$ cat src/rtl/rxf_pkg.sv
package rxf_pkg;
  localparam int unsigned RXF_BYTE_W     = 8;
  localparam int unsigned RXF_DATA_DEPTH = 64;
  localparam int unsigned RXF_INFO_DEPTH = 32;

  // Width of a counter that must reach 'depth' inclusive.
  function automatic int unsigned cnt_width(input int unsigned depth);
    return $clog2(depth + 1);
  endfunction
endpackage

$ cat src/rtl/rxf_byte_store.sv
module rxf_byte_store #(
  parameter int unsigned DEPTH = rxf_pkg::RXF_DATA_DEPTH,
  parameter int unsigned BW    = rxf_pkg::RXF_BYTE_W,
  localparam int unsigned AW   = $clog2(DEPTH),
  localparam int unsigned CW   = rxf_pkg::cnt_width(DEPTH)
) (
  input  logic          clk,
  input  logic          rst_n,
  input  logic          wr_en,
  input  logic [BW-1:0] wr_data,
  input  logic          free_en,
  input  logic [CW-1:0] free_len,
  input  logic [AW-1:0] rd_off,
  output logic [BW-1:0] rd_data,
  output logic [CW-1:0] count,
  output logic          has_room
);
  localparam int unsigned SW = CW + 1;
  localparam bit POW2 = (DEPTH == (1 << AW));

  logic [BW-1:0] mem [DEPTH];
  logic [AW-1:0] wr_ptr, rd_ptr, rd_addr, rd_ptr_nxt;
  logic [CW-1:0] count_nxt;

  // Modulo-DEPTH pointer arithmetic: natural wrap when DEPTH is a power of two.
  function automatic logic [AW-1:0] ptr_add(input logic [AW-1:0] p, input logic [CW-1:0] inc);
    logic [SW-1:0] s;
    s = SW'(p) + SW'(inc);
    if (!POW2 && s >= SW'(DEPTH)) s = s - SW'(DEPTH);
    return s[AW-1:0];
  endfunction

  assign rd_addr    = ptr_add(rd_ptr, CW'(rd_off));
  assign rd_data    = mem[rd_addr];
  assign has_room   = (count < CW'(DEPTH));
  assign rd_ptr_nxt = free_en ? ptr_add(rd_ptr, free_len) : rd_ptr;
  assign count_nxt  = count + CW'(wr_en) - (free_en ? free_len : '0);

  always_ff @(posedge clk) begin
    if (wr_en) mem[wr_ptr] <= wr_data;
  end

  always_ff @(posedge clk) begin
    if (!rst_n) begin
      wr_ptr <= '0;
      rd_ptr <= '0;
      count  <= '0;
    end else begin
      if (wr_en) wr_ptr <= ptr_add(wr_ptr, CW'(1));
      rd_ptr <= rd_ptr_nxt;
      count  <= count_nxt;
    end
  end
endmodule

$ cat src/rtl/rxf_info_queue.sv
module rxf_info_queue #(
  parameter int unsigned DEPTH = rxf_pkg::RXF_INFO_DEPTH,
  parameter int unsigned LW    = 7,
  localparam int unsigned AW   = $clog2(DEPTH),
  localparam int unsigned QW   = rxf_pkg::cnt_width(DEPTH)
) (
  input  logic          clk,
  input  logic          rst_n,
  input  logic          push,
  input  logic [LW-1:0] push_len,
  input  logic          push_ovr,
  input  logic          mark_last,
  input  logic          pop,
  output logic [LW-1:0] head_len,
  output logic          head_ovr,
  output logic [QW-1:0] count,
  output logic          full,
  output logic          empty
);
  localparam logic [AW-1:0] LAST_IDX = AW'(DEPTH - 1);

  logic [LW-1:0] len_mem [DEPTH];
  logic          ovr_mem [DEPTH];
  logic [AW-1:0] wr_idx, rd_idx, newest_idx;

  function automatic logic [AW-1:0] idx_inc(input logic [AW-1:0] i);
    return (i == LAST_IDX) ? '0 : i + AW'(1);
  endfunction

  assign newest_idx = (wr_idx == '0) ? LAST_IDX : wr_idx - AW'(1);
  assign head_len   = len_mem[rd_idx];
  assign head_ovr   = ovr_mem[rd_idx];
  assign full       = (count == QW'(DEPTH));
  assign empty      = (count == '0);

  always_ff @(posedge clk) begin
    if (!rst_n) begin
      for (int i = 0; i < int'(DEPTH); i++) begin
        len_mem[i] <= '0;
        ovr_mem[i] <= 1'b0;
      end
    end else begin
      if (push) begin
        len_mem[wr_idx] <= push_len;
        ovr_mem[wr_idx] <= push_ovr;
      end
      if (mark_last) ovr_mem[newest_idx] <= 1'b1;
    end
  end

  always_ff @(posedge clk) begin
    if (!rst_n) begin
      wr_idx <= '0;
      rd_idx <= '0;
      count  <= '0;
    end else begin
      if (push) wr_idx <= idx_inc(wr_idx);
      if (pop)  rd_idx <= idx_inc(rd_idx);
      count <= count + QW'(push) - QW'(pop);
    end
  end
endmodule

$ cat src/rtl/rxf_msg_asm.sv
module rxf_msg_asm #(
  parameter int unsigned LW = 7
) (
  input  logic          clk,
  input  logic          rst_n,
  input  logic          in_valid,
  input  logic          in_last,
  input  logic          has_room,
  input  logic          info_full,
  output logic          byte_acc,
  output logic          push,
  output logic [LW-1:0] push_len,
  output logic          push_ovr,
  output logic          mark_last
);
  logic [LW-1:0] cur_len;
  logic          cur_ovr;
  logic          close, drop;

  assign byte_acc  = in_valid && has_room && !info_full;
  assign drop      = in_valid && !byte_acc;
  assign close     = in_valid && in_last;
  assign push      = close && !info_full;
  assign mark_last = close && info_full;
  assign push_len  = cur_len + LW'(byte_acc);
  assign push_ovr  = cur_ovr || drop;

  always_ff @(posedge clk) begin
    if (!rst_n) begin
      cur_len <= '0;
      cur_ovr <= 1'b0;
    end else if (close) begin
      cur_len <= '0;
      cur_ovr <= 1'b0;
    end else if (in_valid) begin
      cur_len <= push_len;
      cur_ovr <= push_ovr;
    end
  end
endmodule

$ cat src/rtl/rx_msg_fifo.sv
module rx_msg_fifo #(
  parameter int unsigned DATA_DEPTH = rxf_pkg::RXF_DATA_DEPTH,
  parameter int unsigned INFO_DEPTH = rxf_pkg::RXF_INFO_DEPTH,
  parameter int unsigned BW         = rxf_pkg::RXF_BYTE_W,
  localparam int unsigned AW        = $clog2(DATA_DEPTH),
  localparam int unsigned LW        = rxf_pkg::cnt_width(DATA_DEPTH),
  localparam int unsigned QW        = rxf_pkg::cnt_width(INFO_DEPTH)
) (
  input  logic          clk,
  input  logic          rst_n,
  input  logic          in_valid,
  input  logic [BW-1:0] in_data,
  input  logic          in_last,
  input  logic          rel_req,
  input  logic [AW-1:0] rd_off,
  output logic [BW-1:0] rd_data,
  output logic [LW-1:0] rd_len,
  output logic          rd_overrun,
  output logic          msg_avail,
  output logic [LW-1:0] byte_count,
  output logic [QW-1:0] msg_count
);
  logic          has_room, info_full, info_empty;
  logic          byte_acc, push, push_ovr, mark_last, pop;
  logic [LW-1:0] push_len;

  assign pop       = rel_req && !info_empty;
  assign msg_avail = !info_empty;

  rxf_msg_asm #(.LW(LW)) u_asm (
    .clk(clk), .rst_n(rst_n),
    .in_valid(in_valid), .in_last(in_last),
    .has_room(has_room), .info_full(info_full),
    .byte_acc(byte_acc), .push(push), .push_len(push_len),
    .push_ovr(push_ovr), .mark_last(mark_last)
  );

  rxf_byte_store #(.DEPTH(DATA_DEPTH), .BW(BW)) u_bytes (
    .clk(clk), .rst_n(rst_n),
    .wr_en(byte_acc), .wr_data(in_data),
    .free_en(pop), .free_len(rd_len),
    .rd_off(rd_off), .rd_data(rd_data),
    .count(byte_count), .has_room(has_room)
  );

  rxf_info_queue #(.DEPTH(INFO_DEPTH), .LW(LW)) u_info (
    .clk(clk), .rst_n(rst_n),
    .push(push), .push_len(push_len), .push_ovr(push_ovr),
    .mark_last(mark_last), .pop(pop),
    .head_len(rd_len), .head_ovr(rd_overrun),
    .count(msg_count), .full(info_full), .empty(info_empty)
  );
endmodule

$ cat config.mk
export PLATFORM = sky130hd
export DESIGN_NAME = rx_msg_fifo
export DESIGN_NICKNAME = d
export VERILOG_FILES = /design/src/rtl/rxf_pkg.sv /design/src/rtl/rxf_byte_store.sv /design/src/rtl/rxf_info_queue.sv /design/src/rtl/rxf_msg_asm.sv /design/src/rtl/rx_msg_fifo.sv
export SDC_FILE = /design/constraint.sdc
export NUM_CORES = 1
export LEC_CHECK = 0
export BUFFER_PORTS_ARGS = -buffer_cell sky130_fd_sc_hd__buf_4
export CELL_PAD_IN_SITES_DETAIL_PLACEMENT = 1
export CELL_PAD_IN_SITES_GLOBAL_PLACEMENT = 2
export CORE_ASPECT_RATIO = 0.75
export CORE_UTILIZATION = 40
export CTS_CLUSTER_SIZE = 30
export DETAILED_ROUTE_END_ITERATION = 10
export HOLD_SLACK_MARGIN = 0.15
export PLACE_DENSITY_LB_ADDON = 0.1
export SYNTH_ARGS = -nofsm -noshare
export SYNTH_HDL_FRONTEND = slang
export SYNTH_HIERARCHICAL = 1
export SYNTH_SLANG_ARGS = --single-unit
$ cat constraint.sdc
create_clock -name clk -period 3.65 [get_ports clk]
set_input_delay 0.9125 -clock clk [delete_from_list [all_inputs] [get_ports clk]]
set_output_delay 0.9125 -clock clk [all_outputs]
set_load 0.02 [all_outputs]
Word level (Yosys, flattened, before mapping):

Memories as Yosys holds them, arrays and structs flattened. A register that Yosys moved wholly into a read port is not among the register bits.
Index checks and enable logic that the tools add are counted.

* RAM bits: 768
* input bits: 19
* register bits: 43
* memories kept: 3

Memories
* u_bytes.mem: words 64, bits a word 8, rd ports 1, clocked after memory_dff 0, write ports 1, RTL line rxf_byte_store.sv:21 `logic [BW-1:0] mem [DEPTH];`
* u_info.len_mem: words 32, bits a word 7, rd ports 1, clocked after memory_dff 1, write ports 32, RTL line rxf_info_queue.sv:22 `logic [LW-1:0] len_mem [DEPTH];`
* u_info.ovr_mem: words 32, bits a word 1, rd ports 1, clocked after memory_dff 1, write ports 32, RTL line rxf_info_queue.sv:23 `logic ovr_mem [DEPTH];`

* equal/unequal tests: 3
* $lt $le $gt $ge: 1
* bitwise gates (word level): 1
* mux-type cells: 26
* add/sub/neg operators: 11
* reductions and logical operators: 17

Operators with widths (count)
* 5-bit two-way mux: 10
* 7-bit by 1-bit adder with 7-bit output: 2
* 1-bit two-way mux: 14
* 7-bit two-way mux: 2
* 6-bit adder: 2
* 5-bit by 1-bit adder with 5-bit output, second input constant: 2
* 5-bit == test, second input constant: 2
* 1-bit logical AND: 7
* 7-bit < comparator, second input constant: 1
* 7-bit OR reduction: 1
* 7-bit subtractor: 1
* 6-bit by 1-bit adder with 6-bit output: 1
* 6-bit by 1-bit adder with 6-bit output, second input constant: 1
* 6-bit == test, second input constant: 1
* 6-bit zero test: 1
* 6-bit by 1-bit subtractor with 6-bit output: 1
* 5-bit zero test: 1
* 5-bit by 1-bit subtractor with 5-bit output, second input constant: 1
* 1-bit zero test: 3
* 1-bit OR reduction: 2
* 2-bit OR reduction: 1
* 1-bit logical OR: 1
* 1-bit inverter: 1

Logic depth before layout (Yosys ltp):

* depth in word-level cells: 9
* depth in mapped cells: 20

Cells and area by module:

Netlist, hierarchy kept.

By module, submodules not included
* rxf_byte_store: cells each 1122, seq. area each 15755.1 um^2, area each 21426.8 um^2, times used 1
* rxf_info_queue: cells each 1071, seq. area each 7787.5 um^2, area each 13352.8 um^2, times used 1
* rxf_msg_asm: cells each 55, seq. area each 160.2 um^2, area each 457.9 um^2, times used 1
* rx_msg_fifo: cells each 2, seq. area each 0.0 um^2, area each 10.0 um^2, times used 1

Worst setup path before layout:

OpenSTA, ideal clock, no wires.

* path kind: in2out
* from: input port rd_off[0]
* to: output port rd_data[3]
* arrival time: 3.067 ns
* buffers on the path: 2
* stages on the path: 10
* setup slack: -0.330 ns
* cells stage by stage: ha_1 -> inv_1 -> fa_1 -> buf_2 -> clkbuf_1 -> mux4_2 -> mux2i_1 -> mux2i_1 -> a22oi_1 -> o221ai_1

* cells in the longest elaborated chain, start to end: 2

RTL lines
* start, declared: RTL line rx_msg_fifo.sv:15 `input logic [AW-1:0] rd_off,`
* 6-bit adder: RTL line rxf_byte_store.sv:28 `s = SW'(p) + SW'(inc);`
* memory 64 x 8 bit
* end, declared: RTL line rx_msg_fifo.sv:16 `output logic [BW-1:0] rd_data,`

No other way between the ends.

Final worst setup path:

* from: input port rd_off[0]
* to: output port rd_data[2]

Same word-level chain as after synthesis.

==> impl_metrics.csv <==
group,metric,value,unit
flow_run,max_cap_viol_count,0,
critical_path,crit_type,"input port to output pin",
finish,nFillCells,8324,
grt,antenna_found_initial,2,
finish,final_common_cell,"edfxtp_1",
worst_hold_path,hold_path.class,"register to register",
synth,synth-edff-count,736,
synth,syn_area_per_cell,15.7,µm²
pwr,finalPower,29.9,mW
critical_path,ff2ff_path_depth,17,
die,core,0.0866,mm²
synth,ys.flop_type,"edfxtp_1",
cts,clock_latency,0.66,ns
timing,maxSlewHeadroom,0.324,
synth,synth_top_area_share,0.627,
timing,setup_violations,17,
timing,rsz0062_at_grt,"true",
timing,layout_min_cycle_time,4.64,ns
timing,drv_slew,0,
critical_path,crit_path_max_incr_delay,0.82,ns
critical_path,crit_slowest_cell,"fa_4",
cts,ctsHtreeMaxLevel,3,
synth,synth_area,0.0352,mm²
synth,synth_top_area_cell,"edfxtp_1",
critical_path,cp_common_cell,"buf_4",
critical_path,cp.arrival,3.73,ns
die,die_area,0.0893,mm²
cts,cts_tree,"built",
grt,grt_pass1_wl,148,mm
synth,yosys-top-cells-area,"edfxtp_1 63%, mux4_2 9.3%, dfxtp_1 4.5%",
pwr,ir_drop,0.411,mV
pwr,p_leak,14.9,nW
detailed_routing,vias,21200,
place,dp_cells,3571,
synth,ys_ff_latch,816,
timing,clock-skew-final,0.0250,ns
timing,max_freq,215,MHz
detailed_routing,avgViaCountPerCell,5.64,
die,io_pins,49,
place,routabilityCongestion,0.815,
finish,drive_gt1_frac,0.283,
finish,final_net_count,2613,
finish,final_util,0.492,
die,placementRows,93,
synth,ys_seq_area_frac,0.672,
timing,finalCritPeriodShare,1.27,
timing,tightest_slew,1.01,ns
synth,synth-warning-count,6,
cts,numCtsBuffers,86,
grt,grt_pass1_vias,22000,
detailed_routing,drt_iter0_drc,1915,
detailed_routing,drt_wl_total,99.3,mm
critical_path,path_max_fanout,22,
synth,synthCells,2250,
die,initial_core_util,0.407,
critical_path,cp.required,2.74,ns
cts,cts.sinks,816,
synth,ys_types,65,
critical_path,crit_buf_inv,5,
run_status,status,"complete, but fails checks",
synth,syn-num-nets,2315,
run_status,violations,"setup timing",
cts,clockBufferDepth,3,
critical_path,crit_cells,12,
cts,clk_pin_slew,0.06,ns
cts,root_buffer,"clkbuf_16",
detailed_routing,drc,0,
detailed_routing,postRouteAntennaNets,0,
critical_path,start_kind,"input port",
finish,area_delta_synth_final,20.8,%
worst_hold_path,hold_path_depth,2,
place,pre_cts_slack,-1.25,ns
timing,hold_viol,0,
place,placed_cell_area,0.0389,mm²
critical_path,path_cells,"buf_4 -> ha_4 -> inv_2 -> fa_4 -> buf_12 -> mux4_2 -> mux2i_4 -> mux2i_1 -> a22oi_1 -> buf_4 -> o221ai_2 -> buf_4",
cts,postCtsHoldBufs,0,
timing,setup_slack,-0.994,ns
grt,grt_max_degree,65,
pwr,power.density,703,mW/mm²
finish,final_cell_area,0.0426,mm²
detailed_routing,wl_per_cell,26.4,µm
synth,async_reset_ff_frac,0,
critical_path,critPathTopFamily,"adder cells",
grt,grt-ovfl-total,0,
die,die_w,345,µm
grt,grtUsageTotal,0.225,
finish,layout_common_cells,"736 x edfxtp_1, 291 x buf_4, 174 x and2_1, 164 x nand2_1, 158 x mux4_2",
place,portBuffers,48,
place,hpwl,66.6,mm
detailed_routing,drt_pass1_iterations,5,
die,fp.dieH,259,µm
finish,finalNonFillerCells,3757,
critical_path,end_kind,"output pin",
logic make-up (layout without fill, tap and decap cells):
family | Yosys count | in the layout | share of synthesized area
AOI/OAI and AO/OA | 214 | 214 | 0.0417
buffers and inverters | 178 | 543 | 0.0226
muxes | 287 | 287 | 0.140
other | 0 | 2 | 0
and+or+nand+nor | 685 | 685 | 0.100
adders and majority gates | 46 | 46 | 0.0172
xor gates and xnor gates | 24 | 24 | 0.00618
DFF | 816 | 816 | 0.672
stage by stage:
stage          hold WS, ns  TNS (ns)
2_1_floorplan        0.465   -0.0422
3_3_place_gp         0.477     -8.92
3_5_place_dp         0.497     -9.22
4_1_cts              0.512     -9.31
5_1_grt              0.541    -10.39
6_report             0.515     -8.61
worst min-delay path: stages (launching register included):
cell	delay [ns]
dfxtp_1	0.33
mux2i_1	0.07
nor2_1	0.08
routing by layer:
metal | global-route usage | up-vias | routed length, µm
li1 | - | 9284 | -
met1 | 0.364 | 11200 | 49700
met2 | 0.316 | 552 | 42200
met3 | 0.0354 | 109 | 5770
met4 | 0.0507 | 0 | 1700
met5 | 0 | - | 0
where the power goes:
group / internal [mW] / switching [mW]
combinational: 4.93 / 5.53
clock: 5.00 / 3.81
sequential: 10.5 / 0.204
sequential cells by signal (all words and copies together), names as in the netlist, named ones only:
register,flops
u_bytes/rd_ptr,6
u_info/wr_idx,5
u_info/len_mem,224
u_bytes/count,7
u_bytes/mem,512
u_bytes/wr_ptr,6
u_info/ovr_mem,32
u_info/rd_idx,5
u_info/count,6
u_asm/cur_len,7
u_asm/cur_ovr,1
cell usage after synthesis (7+ instances only):
master	count
edfxtp_1	736
nor3_1	17
xor2_1	12
buf_1	10
ha_1	42
a22oi_1	42
mux4_2	146
mux2i_1	126
nor2_1	125
xnor2_1	11
a21oi_1	23
and2_1	175
nor2b_1	10
nand3_1	61
a22o_1	8
dfxtp_1	80
clkbuf_1	88
o221ai_1	36
o21ai_0	58
and3_1	69
a21o_1	10
mux4_1	14
nand2b_1	12
nand2_1	166
buf_2	30
buf_4	12
a221oi_1	8
inv_1	32
nand4_1	7
what timing repair did:
item	4_1_cts	5_1_grt
cloned	1	1
setup endpoints to repair	20	20
gates resized for setup	114	34
setup buffers	25	6
pin swaps	22	19
worst paths after layout:
kind	startpoint	slack [ns]	end
setup / recovery	rd_off[0]	-0.99	rd_data[2]
hold / removal	u_asm/cur_len[0]	0.51	u_asm/cur_len[0]
hold reg to reg	u_asm/cur_len[0]	0.51	u_asm/cur_len[0]
setup reg to reg	register	-0.09	u_bytes/count[6]
layout make-up:
type                       instances  area (µm²)  share of cell area
multi-input combinational       1256       11300               0.265
antenna                            2        5.00            0.000118
clock inverter                    49         552              0.0130
clock buffer                     106        2250              0.0528
timing repair buffer             355        3230              0.0758
inverter                          33         124             0.00291
tap                             1140        1430              0.0335
sequential                       816       23700               0.557
Power figures use the tool's default switching activity.
